## src/rtl/arl_pkg.sv

```systemverilog
package arl_pkg;

    typedef enum logic [2:0] {
        M_IDLE,
        M_ADDR,
        M_CTRL,
        M_SYNC,
        M_RELEASE,
        M_DONE
    } mst_state_t;

    typedef enum logic [1:0] {
        S_IDLE,
        S_FETCH,
        S_ACK
    } slv_state_t;

endpackage

```

## src/rtl/arl_strobe_sync.sv

```systemverilog
module arl_strobe_sync #(
    parameter int STAGES  = 2,
    parameter bit RST_VAL = 1'b1
) (
    input  logic clk,
    input  logic rst_n,
    input  logic din,
    output logic dout
);

    logic [STAGES-1:0] chain_q;

    generate
        if (STAGES == 1) begin : g_single
            always_ff @(posedge clk or negedge rst_n) begin
                if (!rst_n) chain_q <= RST_VAL;
                else        chain_q <= din;
            end
        end else begin : g_multi
            always_ff @(posedge clk or negedge rst_n) begin
                if (!rst_n) chain_q <= {STAGES{RST_VAL}};
                else        chain_q <= {chain_q[STAGES-2:0], din};
            end
        end
    endgenerate

    assign dout = chain_q[STAGES-1];

endmodule

```

## src/rtl/arl_master.sv

```systemverilog
module arl_master
    import arl_pkg::*;
#(
    parameter int ADDR_W      = 8,
    parameter int DATA_W      = 16,
    parameter int SETTLE_CYC  = 2,
    parameter int SYNC_STAGES = 2
) (
    input  logic              clk,
    input  logic              rst_n,
    input  logic              req_valid,
    input  logic [ADDR_W-1:0] req_addr,
    output logic              req_ready,
    output logic              done,
    output logic [DATA_W-1:0] done_data,
    output logic [ADDR_W-1:0] bus_addr,
    output logic              mreq_n,
    output logic              rd_n,
    output logic              syn_n,
    input  logic              ack_n,
    input  logic [DATA_W-1:0] bus_data
);

    localparam int CNT_W = (SETTLE_CYC > 1) ? $clog2(SETTLE_CYC) : 1;
    localparam logic [CNT_W-1:0] CNT_LAST = CNT_W'(SETTLE_CYC - 1);

    mst_state_t        state_q, state_d;
    logic [CNT_W-1:0]  cnt_q;
    logic [ADDR_W-1:0] addr_q;
    logic [DATA_W-1:0] data_q;
    logic              ack_seen_n;

    arl_strobe_sync #(.STAGES(SYNC_STAGES), .RST_VAL(1'b1)) u_ack_sync (
        .clk  (clk),
        .rst_n(rst_n),
        .din  (ack_n),
        .dout (ack_seen_n)
    );

    // state register and datapath registers
    always_ff @(posedge clk or negedge rst_n) begin
        if (!rst_n) begin
            state_q <= M_IDLE;
            cnt_q   <= '0;
            addr_q  <= '0;
            data_q  <= '0;
        end else begin
            state_q <= state_d;
            if (state_q == M_IDLE && req_valid) begin
                addr_q <= req_addr;
                cnt_q  <= '0;
            end else if (state_q == M_ADDR) begin
                cnt_q <= cnt_q + 1'b1;
            end
            if (state_q == M_SYNC && !ack_seen_n) begin
                data_q <= bus_data;
            end
        end
    end

    // next state
    always_comb begin
        state_d = state_q;
        unique case (state_q)
            M_IDLE:    if (req_valid)         state_d = M_ADDR;
            M_ADDR:    if (cnt_q == CNT_LAST) state_d = M_CTRL;
            M_CTRL:                           state_d = M_SYNC;
            M_SYNC:    if (!ack_seen_n)       state_d = M_RELEASE;
            M_RELEASE: if (ack_seen_n)        state_d = M_DONE;
            M_DONE:                           state_d = M_IDLE;
            default:                          state_d = M_IDLE;
        endcase
    end

    // outputs decoded from state
    always_comb begin
        req_ready = 1'b0;
        done      = 1'b0;
        mreq_n    = 1'b1;
        rd_n      = 1'b1;
        syn_n     = 1'b1;
        unique case (state_q)
            M_IDLE:    req_ready = 1'b1;
            M_ADDR:    ;
            M_CTRL: begin
                mreq_n = 1'b0;
                rd_n   = 1'b0;
            end
            M_SYNC: begin
                mreq_n = 1'b0;
                rd_n   = 1'b0;
                syn_n  = 1'b0;
            end
            M_RELEASE: ;
            M_DONE:    done = 1'b1;
            default:   ;
        endcase
    end

    assign bus_addr  = addr_q;
    assign done_data = data_q;

endmodule

```

## src/rtl/arl_slave.sv

```systemverilog
module arl_slave
    import arl_pkg::*;
#(
    parameter int ADDR_W      = 8,
    parameter int DATA_W      = 16,
    parameter int ACCESS_CYC  = 3,
    parameter int SYNC_STAGES = 2
) (
    input  logic              clk,
    input  logic              rst_n,
    input  logic [ADDR_W-1:0] bus_addr,
    input  logic              mreq_n,
    input  logic              rd_n,
    input  logic              syn_n,
    output logic              ack_n,
    output logic [DATA_W-1:0] bus_data
);

    localparam int CNT_W = (ACCESS_CYC > 1) ? $clog2(ACCESS_CYC) : 1;
    localparam logic [CNT_W-1:0] CNT_LAST = CNT_W'(ACCESS_CYC - 1);
    localparam logic [31:0] MULT_K = 32'd40503;
    localparam logic [31:0] MIX_K  = 32'h0000_5A5A;

    slv_state_t        state_q, state_d;
    logic [CNT_W-1:0]  cnt_q;
    logic [DATA_W-1:0] word_q;
    logic              syn_seen_n;
    logic              rd_req;

    function automatic logic [DATA_W-1:0] gen_word(input logic [ADDR_W-1:0] a);
        logic [31:0] prod;
        prod = 32'(a) * MULT_K;
        return DATA_W'(prod ^ MIX_K);
    endfunction

    arl_strobe_sync #(.STAGES(SYNC_STAGES), .RST_VAL(1'b1)) u_syn_sync (
        .clk  (clk),
        .rst_n(rst_n),
        .din  (syn_n),
        .dout (syn_seen_n)
    );

    // request and read are settled before sync, so they are sampled directly
    assign rd_req = !syn_seen_n && !mreq_n && !rd_n;

    always_ff @(posedge clk or negedge rst_n) begin
        if (!rst_n) begin
            state_q <= S_IDLE;
            cnt_q   <= '0;
            word_q  <= '0;
        end else begin
            state_q <= state_d;
            if (state_q == S_IDLE) begin
                cnt_q <= '0;
            end else if (state_q == S_FETCH) begin
                cnt_q <= cnt_q + 1'b1;
                if (cnt_q == CNT_LAST) word_q <= gen_word(bus_addr);
            end
        end
    end

    always_comb begin
        state_d = state_q;
        unique case (state_q)
            S_IDLE:  if (rd_req)             state_d = S_FETCH;
            S_FETCH: if (cnt_q == CNT_LAST)  state_d = S_ACK;
            S_ACK:   if (syn_seen_n)         state_d = S_IDLE;
            default:                         state_d = S_IDLE;
        endcase
    end

    always_comb begin
        ack_n    = 1'b1;
        bus_data = '0;
        unique case (state_q)
            S_IDLE:  ;
            S_FETCH: ;
            S_ACK: begin
                ack_n    = 1'b0;
                bus_data = word_q;
            end
            default: ;
        endcase
    end

endmodule

```

## src/rtl/async_read_link.sv

```systemverilog
module async_read_link #(
    parameter int ADDR_W      = 8,
    parameter int DATA_W      = 16,
    parameter int SETTLE_CYC  = 2,
    parameter int ACCESS_CYC  = 3,
    parameter int SYNC_STAGES = 2
) (
    input  logic              clk,
    input  logic              rst_n,
    input  logic              req_valid,
    input  logic [ADDR_W-1:0] req_addr,
    output logic              req_ready,
    output logic              done,
    output logic [DATA_W-1:0] done_data,
    output logic [ADDR_W-1:0] bus_addr,
    output logic              mreq_n,
    output logic              rd_n,
    output logic              syn_n,
    output logic              ack_n,
    output logic [DATA_W-1:0] bus_data
);

    arl_master #(
        .ADDR_W     (ADDR_W),
        .DATA_W     (DATA_W),
        .SETTLE_CYC (SETTLE_CYC),
        .SYNC_STAGES(SYNC_STAGES)
    ) u_master (
        .clk      (clk),
        .rst_n    (rst_n),
        .req_valid(req_valid),
        .req_addr (req_addr),
        .req_ready(req_ready),
        .done     (done),
        .done_data(done_data),
        .bus_addr (bus_addr),
        .mreq_n   (mreq_n),
        .rd_n     (rd_n),
        .syn_n    (syn_n),
        .ack_n    (ack_n),
        .bus_data (bus_data)
    );

    arl_slave #(
        .ADDR_W     (ADDR_W),
        .DATA_W     (DATA_W),
        .ACCESS_CYC (ACCESS_CYC),
        .SYNC_STAGES(SYNC_STAGES)
    ) u_slave (
        .clk     (clk),
        .rst_n   (rst_n),
        .bus_addr(bus_addr),
        .mreq_n  (mreq_n),
        .rd_n    (rd_n),
        .syn_n   (syn_n),
        .ack_n   (ack_n),
        .bus_data(bus_data)
    );

endmodule

```

## config.mk

```make
export PLATFORM = sky130hd
export DESIGN_NAME = async_read_link
export DESIGN_NICKNAME = d
export VERILOG_FILES = /design/src/rtl/arl_pkg.sv /design/src/rtl/arl_strobe_sync.sv /design/src/rtl/arl_master.sv /design/src/rtl/arl_slave.sv /design/src/rtl/async_read_link.sv
export SDC_FILE = /design/constraint.sdc
export NUM_CORES = 1
export LEC_CHECK = 0
export ABC_AREA = 1
export ABC_CLOCK_PERIOD_IN_PS = 5600
export BUFFER_PORTS_ARGS = -buffer_cell sky130_fd_sc_hd__buf_2
export CORE_MARGIN = 5
export CORE_UTILIZATION = 50
export DETAILED_ROUTE_END_ITERATION = 12
export GPL_TIMING_DRIVEN = 0
export HOLD_SLACK_MARGIN = 0.06
export PLACE_DENSITY_LB_ADDON = 0.05
export SLEW_MARGIN = 10
export SYNTH_ARGS = -nofsm -noshare
export SYNTH_HDL_FRONTEND = slang
export SYNTH_HIERARCHICAL = 1
export SYNTH_SLANG_ARGS = --single-unit
```

## constraint.sdc

```tcl
create_clock -name clk -period 5.6 [get_ports clk]
set_input_delay 1.12 -clock clk [delete_from_list [all_inputs] [get_ports clk]]
set_output_delay 1.12 -clock clk [all_outputs]
set_load 0.02 [all_outputs]
```

==> results.py, run 1 <==
metrics = {
    "placement": {
        "numPortBuffers": 55,
        "gp_congestion": 0.852,
        "hpwl_um": 6940,
    },
    "worst_setup_path": {
        "endpoint_kind": "flop",
        "cp_data_required_time_ns": 5.79,
        "rr_startpoint": "u_master/bus_addr[5]",
        "critPathBufInv": 4,
        "ff2ff_path_depth": 18,
        "slowest_delay_ns": 0.57,
        "crit_end": "u_slave/word_q[13]",
        "crit_path_cell_trace": "fa_1 > inv_1 > fa_1 > inv_1 > fa_1 > inv_1 > fa_1 > inv_1 > ha_1 > nand2_1 > nor2_4 > nand2_1 > nand2_2 > nand2_2 > nand2_1 > nand2_1 > nand3_1 > nand2_1",
        "critPathKind": "flop to flop",
        "critical-path-top-delay-family": "adder cells",
        "startpoint": "u_master/bus_addr[5]",
        "slowest_stage": "fa_1",
        "cp.depth": 18,
        "r2r-end": "u_slave/word_q[13]",
        "arrival_ns": 4.13,
        "crit_top_cell": "nand2_1",
        "crit_path_start_kind": "flop",
        "critPathMaxFanout": 7,
        "regToRegSetupSlack_ns": 1.65,
    },
    "floorplanning": {
        "row_count": 32,
        "die_width_um": 99.5,
        "boundaryPins": 57,
        "die_area_mm2": 0.00991,
        "start_util_pct": 51.6,
        "die_h_um": 99.5,
        "core_mm2": 0.00777,
    },
    "cts": {
        "cts_tree": "built",
        "cts.sinks": 52,
        "clkLatencyLatePin_ns": 0.30,
        "cts-buffers-inserted": 5,
        "htreeDepth": 2,
        "hold_buffers": 0,
        "cts.clk_slew.worst_paths_ns": 0.10,
        "root_buffer": "clkbuf_8",
        "postCtsSetupBuffers": 0,
        "clockBufferDepth": 2,
        "cts-resized-gates": 0,
    },
    "synthesis": {
        "yosysWarnings": 6,
        "synth_cells": 509,
        "ys_seq_elements": 52,
        "syn_area_mm2": 0.00401,
        "yosysSeqAreaShare_pct": 32.6,
        "synthesis.nets": 584,
        "yosysUniqueCellTypes": 32,
        "syn_avg_cell_area_um2": 7.88,
    },
    "detailed_routing": {
        "first_pass_iters": 4,
        "drcViolationCount": 0,
        "wl_per_cell_um": 12.5,
        "final_antenna_net_count": 0,
        "wirelength_um": 8400,
        "vias": 3249,
        "drt_iter0_drc": 134,
        "vias_per_cell": 4.82,
    },
    "run_status": {
        "status": "finished, final reports clean",
    },
    "run": {
        "maxCapViolCount": 0,
    },
    "timing": {
        "setup_viol": 0,
        "rsz0062_at_grt": "false",
        "max_slew_margin_pct": 56.3,
        "max_freq_mhz": 253,
        "clock_skew_ns": 0.0111,
        "drv_slew": 0,
        "finalSetupTns_ns": 0,
        "worstMarginPinSlew_ns": 0.655,
        "post-route-min-period_ns": 3.95,
        "post-route-period-util_pct": 70.5,
        "finalHoldViolations": 0,
    },
    "grt": {
        "use_met3_pct": 2.17,
        "grt_pass1_vias": 3106,
        "grt_use_met2_pct": 30.1,
        "met1_usage_pct": 24.4,
        "grt_max_degree": 53,
        "grt_overflow": 0,
        "grt_usage_pct": 18.0,
        "antenna_found_initial": 0,
        "busiest_layer": "met2",
        "grt_pass1_wl_um": 14500,
    },
    "hold_path": {
        "whs_path_depth": 0,
        "hp-class": "flop to flop",
    },
    "cells_and_area": {
        "nNetsFinal": 646,
        "antenna_cells": 0,
        "area_delta_synth_final_pct": 12.3,
        "final_util_pct": 58.0,
        "fillers": 787,
        "multi_input_area_mm2": 0.00220,
        "final_cell_mix": "nand2_1, inv_1, buf_2",
        "seq_area_mm2": 0.00131,
        "layout_commonest_cell": "nand2_1",
        "drive_above_1_share_pct": 16.6,
    },
}
[registers in the layout, indices dropped and copies added, names as in the netlist]
register and count:
u_master/done_data 16, u_slave/word_q 16, u_master/bus_addr 8, u_master/state_q 3, u_master/u_ack_sync/chain_q 2, u_slave/cnt_q 2
u_slave/state_q 2, u_slave/u_syn_sync/chain_q 2, u_master/cnt_q 1
[metal layers]
metal  part of all wire (%)  vias up
li1                       -     1664
met1                     46     1509
met2                     48       66
met3                    4.6       10
met4                    1.8        0
met5                      0        -
[through the flow]
stage	cell area [um2]	cells	hold slack, ns	setup WS (ns)
after global routing	4500	674	0.353	1.45
after CTS	4500	674	0.352	1.63
after floorplan	4010	509	0.345	1.83
final	4500	674	0.355	1.65
after detailed placement	4410	666	0.348	1.65
after global placement	4410	666	0.346	1.67
[worst min path at each step]
stage                              startpoint                              to  slack [ns]
6_report       u_master/u_ack_sync/chain_q[0]  u_master/u_ack_sync/chain_q[1]        0.36
5_1_grt        u_master/u_ack_sync/chain_q[0]  u_master/u_ack_sync/chain_q[1]        0.35
4_1_cts        u_master/u_ack_sync/chain_q[0]  u_master/u_ack_sync/chain_q[1]        0.35
3_5_place_dp   u_master/u_ack_sync/chain_q[0]  u_master/u_ack_sync/chain_q[1]        0.35
3_3_place_gp    u_slave/u_syn_sync/chain_q[0]   u_slave/u_syn_sync/chain_q[1]        0.35
2_1_floorplan  u_master/u_ack_sync/chain_q[0]  u_master/u_ack_sync/chain_q[1]        0.35
[logic make-up (layout without fill, tap and decap cells)]
| group | Yosys count | count (layout) | synth area share, % |
|---|---|---|---|
| simple gates | 221 | 221 | 24.0 |
| buf+inv | 127 | 190 | 12.6 |
| fa+ha+maj | 64 | 64 | 24.7 |
| flops | 52 | 52 | 32.6 |
| compound gates | 43 | 43 | 5.68 |
| xor+xnor | 2 | 2 | 0.437 |
[area by class of cell]
cell class / instances / share of cell area (%)
inverter: 117 / 9.75
tap: 102 / 2.83
multi-input combinational: 330 / 48.8
timing repair buffer: 55 / 6.17
clock buffer: 6 / 1.61
buffer: 10 / 1.50
clock inverter: 2 / 0.361
sequential: 52 / 29.0
[synthesized netlist by cell type]
library cell  instances  area [um2]
fa_1                 25         500
o21bai_1              2        15.0
nor2_4                2        22.5
inv_2                 2        7.51
ha_1                 39         488
nand2_2               6        37.5
nand4_1               3        18.8
o21ai_1               7        35.0
nor3_4                1        16.3
or2_2                 2        12.5
inv_1               115         432
nor2_2                1        6.26
nand2_1             135         507
nor2_1               32         120
dfstp_2               4         105
a21oi_2               1        8.76
nor3_1                1        5.00
buf_2                 4        20.0
buf_4                 2        15.0
nand3_2               2        20.0
nand3b_1              1        7.51
o21ai_0              24         120
dfrtp_1              48        1200
xnor2_1               1        8.76
clkbuf_2              2        10.0
a21oi_1               6        30.0
nand2_4               1        11.3
nand4_2               1        12.5
buf_6                 2        22.5
o22ai_1               3        18.8
xor2_1                1        8.76
nand3_1              33         165
Power of run 1 is not shown: default switching activity piles up to over one toggle a cycle in this logic, so the estimate is an artifact.
==> inputs of run 2 (changes only) <==
--- a/config.mk
+++ b/config.mk
@@ -6,7 +6,7 @@
 export NUM_CORES = 1
 export LEC_CHECK = 0
 export ABC_AREA = 1
-export ABC_CLOCK_PERIOD_IN_PS = 5600
+export ABC_CLOCK_PERIOD_IN_PS = 3400
 export BUFFER_PORTS_ARGS = -buffer_cell sky130_fd_sc_hd__buf_2
 export CORE_MARGIN = 5
 export CORE_UTILIZATION = 50
==> constraint.sdc (replaced) <==
create_clock -name clk -period 3.4 [get_ports clk]
set_input_delay 0.68 -clock clk [delete_from_list [all_inputs] [get_ports clk]]
set_output_delay 0.68 -clock clk [all_outputs]
set_load 0.02 [all_outputs]
==> results.py, run 2 (synthesized netlist as in run 1, its figures left out) <==
metrics = {
    "timing": {
        "rsz0062_at_grt": "true",
        "post-route-period-util_pct": 109,
        "finalHoldViolations": 0,
        "hold_ws_ns": 0.360,
        "max_slew_margin_pct": 56.1,
        "drv_slew": 0,
        "clock_skew_ns": 0.00733,
        "worstMarginPinSlew_ns": 0.659,
        "post-route-min-period_ns": 3.70,
        "max_freq_mhz": 270,
        "layout_setup_ws_ns": -0.303,
        "setup_viol": 9,
    },
    "grt": {
        "antenna_found_initial": 0,
        "grt_max_degree": 53,
        "grt_overflow": 0,
        "grt_pass1_wl_um": 14600,
        "grt_pass1_vias": 3173,
        "grt_usage_pct": 18.1,
    },
    "floorplanning": {
        "die_area_mm2": 0.00991,
        "boundaryPins": 57,
        "die_width_um": 99.5,
        "start_util_pct": 51.6,
        "die_h_um": 99.5,
        "row_count": 32,
        "core_mm2": 0.00777,
    },
    "detailed_routing": {
        "drt_iter0_drc": 133,
        "vias_per_cell": 4.91,
        "wl_per_cell_um": 13.0,
        "wirelength_um": 8920,
        "first_pass_iters": 4,
        "final_antenna_net_count": 0,
        "drcViolationCount": 0,
        "vias": 3358,
    },
    "cells_and_area": {
        "final_cell_mix": "nand2_1, inv_1, buf_2",
        "drive_above_1_share_pct": 25.1,
        "antenna_cells": 0,
        "final_util_pct": 61.6,
        "fillers": 735,
        "layout_commonest_cell": "nand2_1",
        "nNetsFinal": 656,
        "area_delta_synth_final_pct": 19.3,
    },
    "placement": {
        "numPortBuffers": 55,
        "hpwl_um": 6890,
        "gp_congestion": 0.847,
    },
    "worst_setup_path": {
        "slowest_stage": "fa_1",
        "arrival_ns": 3.90,
        "crit_path_start_kind": "flop",
        "endpoint_kind": "flop",
        "crit_path_cell_trace": "fa_1 > inv_1 > fa_1 > inv_2 > fa_1 > inv_1 > fa_1 > inv_2 > ha_4 > nand2_2 > nand2_2 > nand2_2 > nand2_1 > nand2_1 > nand3_1 > nand2_1 > nand3_2 > nand2_1",
        "critPathKind": "flop to flop",
        "slowest_delay_ns": 0.54,
        "critPathMaxFanout": 4,
        "cp_data_required_time_ns": 3.60,
    },
    "cts": {
        "cts-buffers-inserted": 5,
        "clkLatencyLatePin_ns": 0.30,
        "cts_tree": "built",
        "root_buffer": "clkbuf_8",
        "htreeDepth": 2,
        "cts.sinks": 52,
        "clockBufferDepth": 2,
        "cts.clk_slew.worst_paths_ns": 0.09,
    },
    "run_status": {
        "status": "complete, but fails checks",
        "violations": "setup timing",
    },
    "run": {
        "maxCapViolCount": 0,
    },
    "hold_path": {
        "hp-class": "flop to flop",
    },
}
==> run 2: changes by cell type in the layout (fill, tap and decap cells not counted), moves of 3 or more <==
cell	previous run	this run
nand2_1	135	125
buf_4	3	12
nand2_2	6	14
nand3_1	33	26
nand3_2	2	9
ha_1	39	33
ha_4	0	6
dfrtp_1	48	43
dfrtp_2	0	5
inv_1	115	110
inv_2	2	7
nor2_1	32	29
==> run 2: worst paths after layout <==
path	from	end	slack, ns	depth (start not counted)
min	u_master/u_ack_sync/chain_q[0]	u_master/u_ack_sync/chain_q[1]	0.36	0
max	u_master/bus_addr[6]	u_slave/word_q[14]	-0.30	18
min reg2reg	u_master/u_ack_sync/chain_q[0]	u_master/u_ack_sync/chain_q[1]	0.36	0
max in group asynchronous	rst_n	u_master/bus_addr[5]	2.52	1
max reg2reg	u_master/bus_addr[6]	u_slave/word_q[14]	-0.30	18
min in group asynchronous	rst_n	u_master/done_data[6]	0.40	1
==> run 2: per-layer routing <==
layer	GRT usage, %	routed length (um)
met2	30.2	4340
met1	25.3	4080
met3	1.75	388
met4	4.31	106
met5	0	0
==> run 2: metrics by stage <==
| step | TNS, ns | cell area (um2) | instances | worst slack, ns |
|---|---|---|---|---|
| 2_1_floorplan | -0.446 | 4040 | 509 | -0.111 |
| 3_3_place_gp | -2.05 | 4450 | 666 | -0.335 |
| 3_5_place_dp | -2.16 | 4450 | 666 | -0.324 |
| 4_1_cts | -1.84 | 4660 | 682 | -0.278 |
| 5_1_grt | -2.97 | 4780 | 684 | -0.429 |
| 6_report | -1.81 | 4780 | 684 | -0.303 |
==> run 2: layout make-up <==
class,instances,area (um2),area share (%)
clock buffers,6,72.6,1.52
multi-input cells,330,2380,49.8
repair buffers,65,365,7.64
flip-flops and latches,52,1310,27.4
clock inverters,2,16.3,0.340
plain buffers,10,67.6,1.41
inverters,117,439,9.18
well taps,102,128,2.67
==> run 2: critical path: cells and delay by family, from the launching register on <==
| family | cells | cell delay [ns] |
|---|---|---|
| fa+ha+maj | 5 | 2.36 |
| simple gates | 9 | 0.61 |
| flops | 1 | 0.44 |
| buf+inv | 4 | 0.19 |
==> run 2: repair_timing <==
action / CTS / global route
buffers inserted: 8 / 2
resized for setup: 18 / 23
hold buffers: 0 / 0
pin swaps: 9 / 7
setup endpoints to repair: 10 / 10
hold endpoints to repair: 0 / 0
Power of run 2 is left out for the same reason.
==> inputs of run 3 (changes only) <==
--- a/config.mk
+++ b/config.mk
@@ -13,7 +13,9 @@
 export DETAILED_ROUTE_END_ITERATION = 12
 export GPL_TIMING_DRIVEN = 0
 export HOLD_SLACK_MARGIN = 0.06
+export MAX_ROUTING_LAYER = met4
 export PLACE_DENSITY_LB_ADDON = 0.05
+export RECOVER_POWER = 50
 export SLEW_MARGIN = 10
 export SYNTH_ARGS = -nofsm -noshare
 export SYNTH_HDL_FRONTEND = slang
==> results.py, run 3 (synthesized netlist as in run 1, its figures left out) <==
metrics = {
    "run_status": {
        "status": "complete, but fails checks",
        "violations": "capacitance limit, slew limit, setup timing",
    },
    "cells_and_area": {
        "final-instance-count-excl-fill": 683,
        "area_delta_synth_final_pct": 17.9,
        "fillers": 756,
        "drive_above_1_share_pct": 22.0,
        "nNetsFinal": 655,
        "antenna_cells": 0,
        "final_cell_mix": "nand2_1, inv_1, buf_2",
        "layout_commonest_cell": "nand2_1",
    },
    "detailed_routing": {
        "first_pass_iters": 4,
        "drcViolationCount": 0,
        "wl_per_cell_um": 12.8,
        "wirelength_um": 8730,
        "final_antenna_net_count": 0,
        "vias": 3262,
        "vias_per_cell": 4.78,
        "drt_iter0_drc": 163,
    },
    "placement": {
        "numPortBuffers": 55,
        "gp_congestion": 0.863,
        "hpwl_um": 6840,
        "placed_cells": 666,
    },
    "worst_setup_path": {
        "arrival_ns": 3.89,
        "critPathKind": "flop to flop",
        "slowest_stage": "fa_1",
        "crit_path_cell_trace": "fa_1 > inv_1 > fa_1 > inv_2 > fa_1 > inv_1 > fa_1 > inv_2 > ha_4 > nand2_4 > nor2_4 > nand2_1 > nand2_2 > nand2_2 > nand2_1 > nand2_1 > nand3_2 > nand2_1",
        "critPathMaxFanout": 4,
        "endpoint_kind": "flop",
        "critical-path-top-delay-family": "adder cells",
        "critPathBufInv": 4,
        "crit_path_start_kind": "flop",
        "cp_data_required_time_ns": 3.60,
        "slowest_delay_ns": 0.53,
    },
    "floorplanning": {
        "boundaryPins": 57,
        "die_width_um": 99.5,
        "row_count": 32,
        "die_h_um": 99.5,
        "start_util_pct": 51.6,
        "core_mm2": 0.00777,
        "die_area_mm2": 0.00991,
    },
    "grt": {
        "grt_pass1_wl_um": 14700,
        "met1_usage_pct": 25.8,
        "grt_max_degree": 53,
        "antenna_found_initial": 0,
        "use_met3_pct": 1.61,
        "grt_use_met2_pct": 30.2,
        "grt_pass1_vias": 3095,
        "busiest_layer": "met2",
        "grt_usage_pct": 18.8,
        "grt_overflow": 0,
    },
    "cts": {
        "cts.clk_slew.worst_paths_ns": 0.09,
        "cts_tree": "built",
        "cts-buffers-inserted": 5,
        "hold_buffers": 0,
        "htreeDepth": 2,
        "clockBufferDepth": 2,
        "cts.sinks": 52,
        "clkLatencyLatePin_ns": 0.30,
        "root_buffer": "clkbuf_8",
    },
    "timing": {
        "max_freq_mhz": 271,
        "worstMarginPinSlew_ns": 2.70,
        "post-route-min-period_ns": 3.69,
        "finalHoldViolations": 0,
        "setup_viol": 9,
        "clock_skew_ns": 0.00834,
        "rsz0062_at_grt": "true",
        "max_slew_margin_pct": -80.3,
        "post-route-period-util_pct": 109,
        "layout_setup_ws_ns": -0.293,
        "drv_slew": 53,
    },
    "run": {
        "maxCapViolCount": 1,
    },
    "hold_path": {
        "hp-class": "flop to flop",
    },
}
==> run 3: cell count changes in the layout (fill, tap and decap cells not counted), moves of 4 or more <==
cell      before  now
nand3_2        9    5
clkbuf_1       1    5
nand2_2       14   10
nand2_1      125  129
nand3_1       26   30
==> run 3: layout make-up <==
class | count | area (um2) | area share, %
clock inverter | 2 | 60.1 | 1.27
tap | 102 | 128 | 2.70
sequential | 52 | 1310 | 27.8
inverter | 117 | 439 | 9.29
timing repair buffer | 64 | 342 | 7.22
buffer | 10 | 63.8 | 1.35
multi-input combinational | 330 | 2310 | 48.9
clock buffer | 6 | 72.6 | 1.53
==> run 3: metal layers <==
layer / wire length [um] / up-vias
met4: 112 / 0
met5: 0 / -
met2: 4170 / 44
met3: 236 / 8
li1: - / 1690
met1: 4200 / 1520
==> run 3: repair_timing <==
item | 4_1_cts | 5_1_grt
pin swaps | 4 | 9
resized for setup | 16 | 14
endpoints found under the setup margin | 10 | 10
gates cloned | 0 | 0
setup buffers | 8 | 1
==> run 3: per-stage QoR <==
| stage | util, % | area, um2 | setup WS (ns) | hold slack (ns) | TNS [ns] |
|---|---|---|---|---|---|
| global route | 60.9 | 4730 | -0.454 | 0.363 | -6.92 |
| CTS | 60.6 | 4710 | -0.284 | 0.360 | -1.63 |
| floorplan | - | 4040 | -0.111 | 0.345 | -0.446 |
| global placement | 57.2 | 4450 | -0.333 | 0.346 | -2.04 |
| detailed placement | 57.2 | 4450 | -0.353 | 0.348 | -2.22 |
| finish | 60.9 | 4730 | -0.293 | 0.359 | -1.88 |
==> run 3: worst register-to-register path, delay by kind of cell, from the launching register on <==
kind / cells / cell delay (ns)
fa+ha+maj: 5 / 2.36
simple gates: 9 / 0.61
flops: 1 / 0.43
buf+inv: 4 / 0.21
==> run 3: worst paths after layout <==
kind,startpoint,endpoint,slack (ns),depth (start not counted)
worst max-delay path,u_master/bus_addr[6],u_slave/word_q[13],-0.29,18
worst min-delay path,u_master/u_ack_sync/chain_q[0],u_master/u_ack_sync/chain_q[1],0.36,0
worst max register to register,u_master/bus_addr[6],u_slave/word_q[13],-0.29,18
worst min register to register,u_master/u_ack_sync/chain_q[0],u_master/u_ack_sync/chain_q[1],0.36,0
max in group asynchronous,rst_n,u_master/bus_addr[7],0.43,1
min in group asynchronous,rst_n,u_master/done_data[7],1.22,1
Power of run 3 is left out for the same reason.
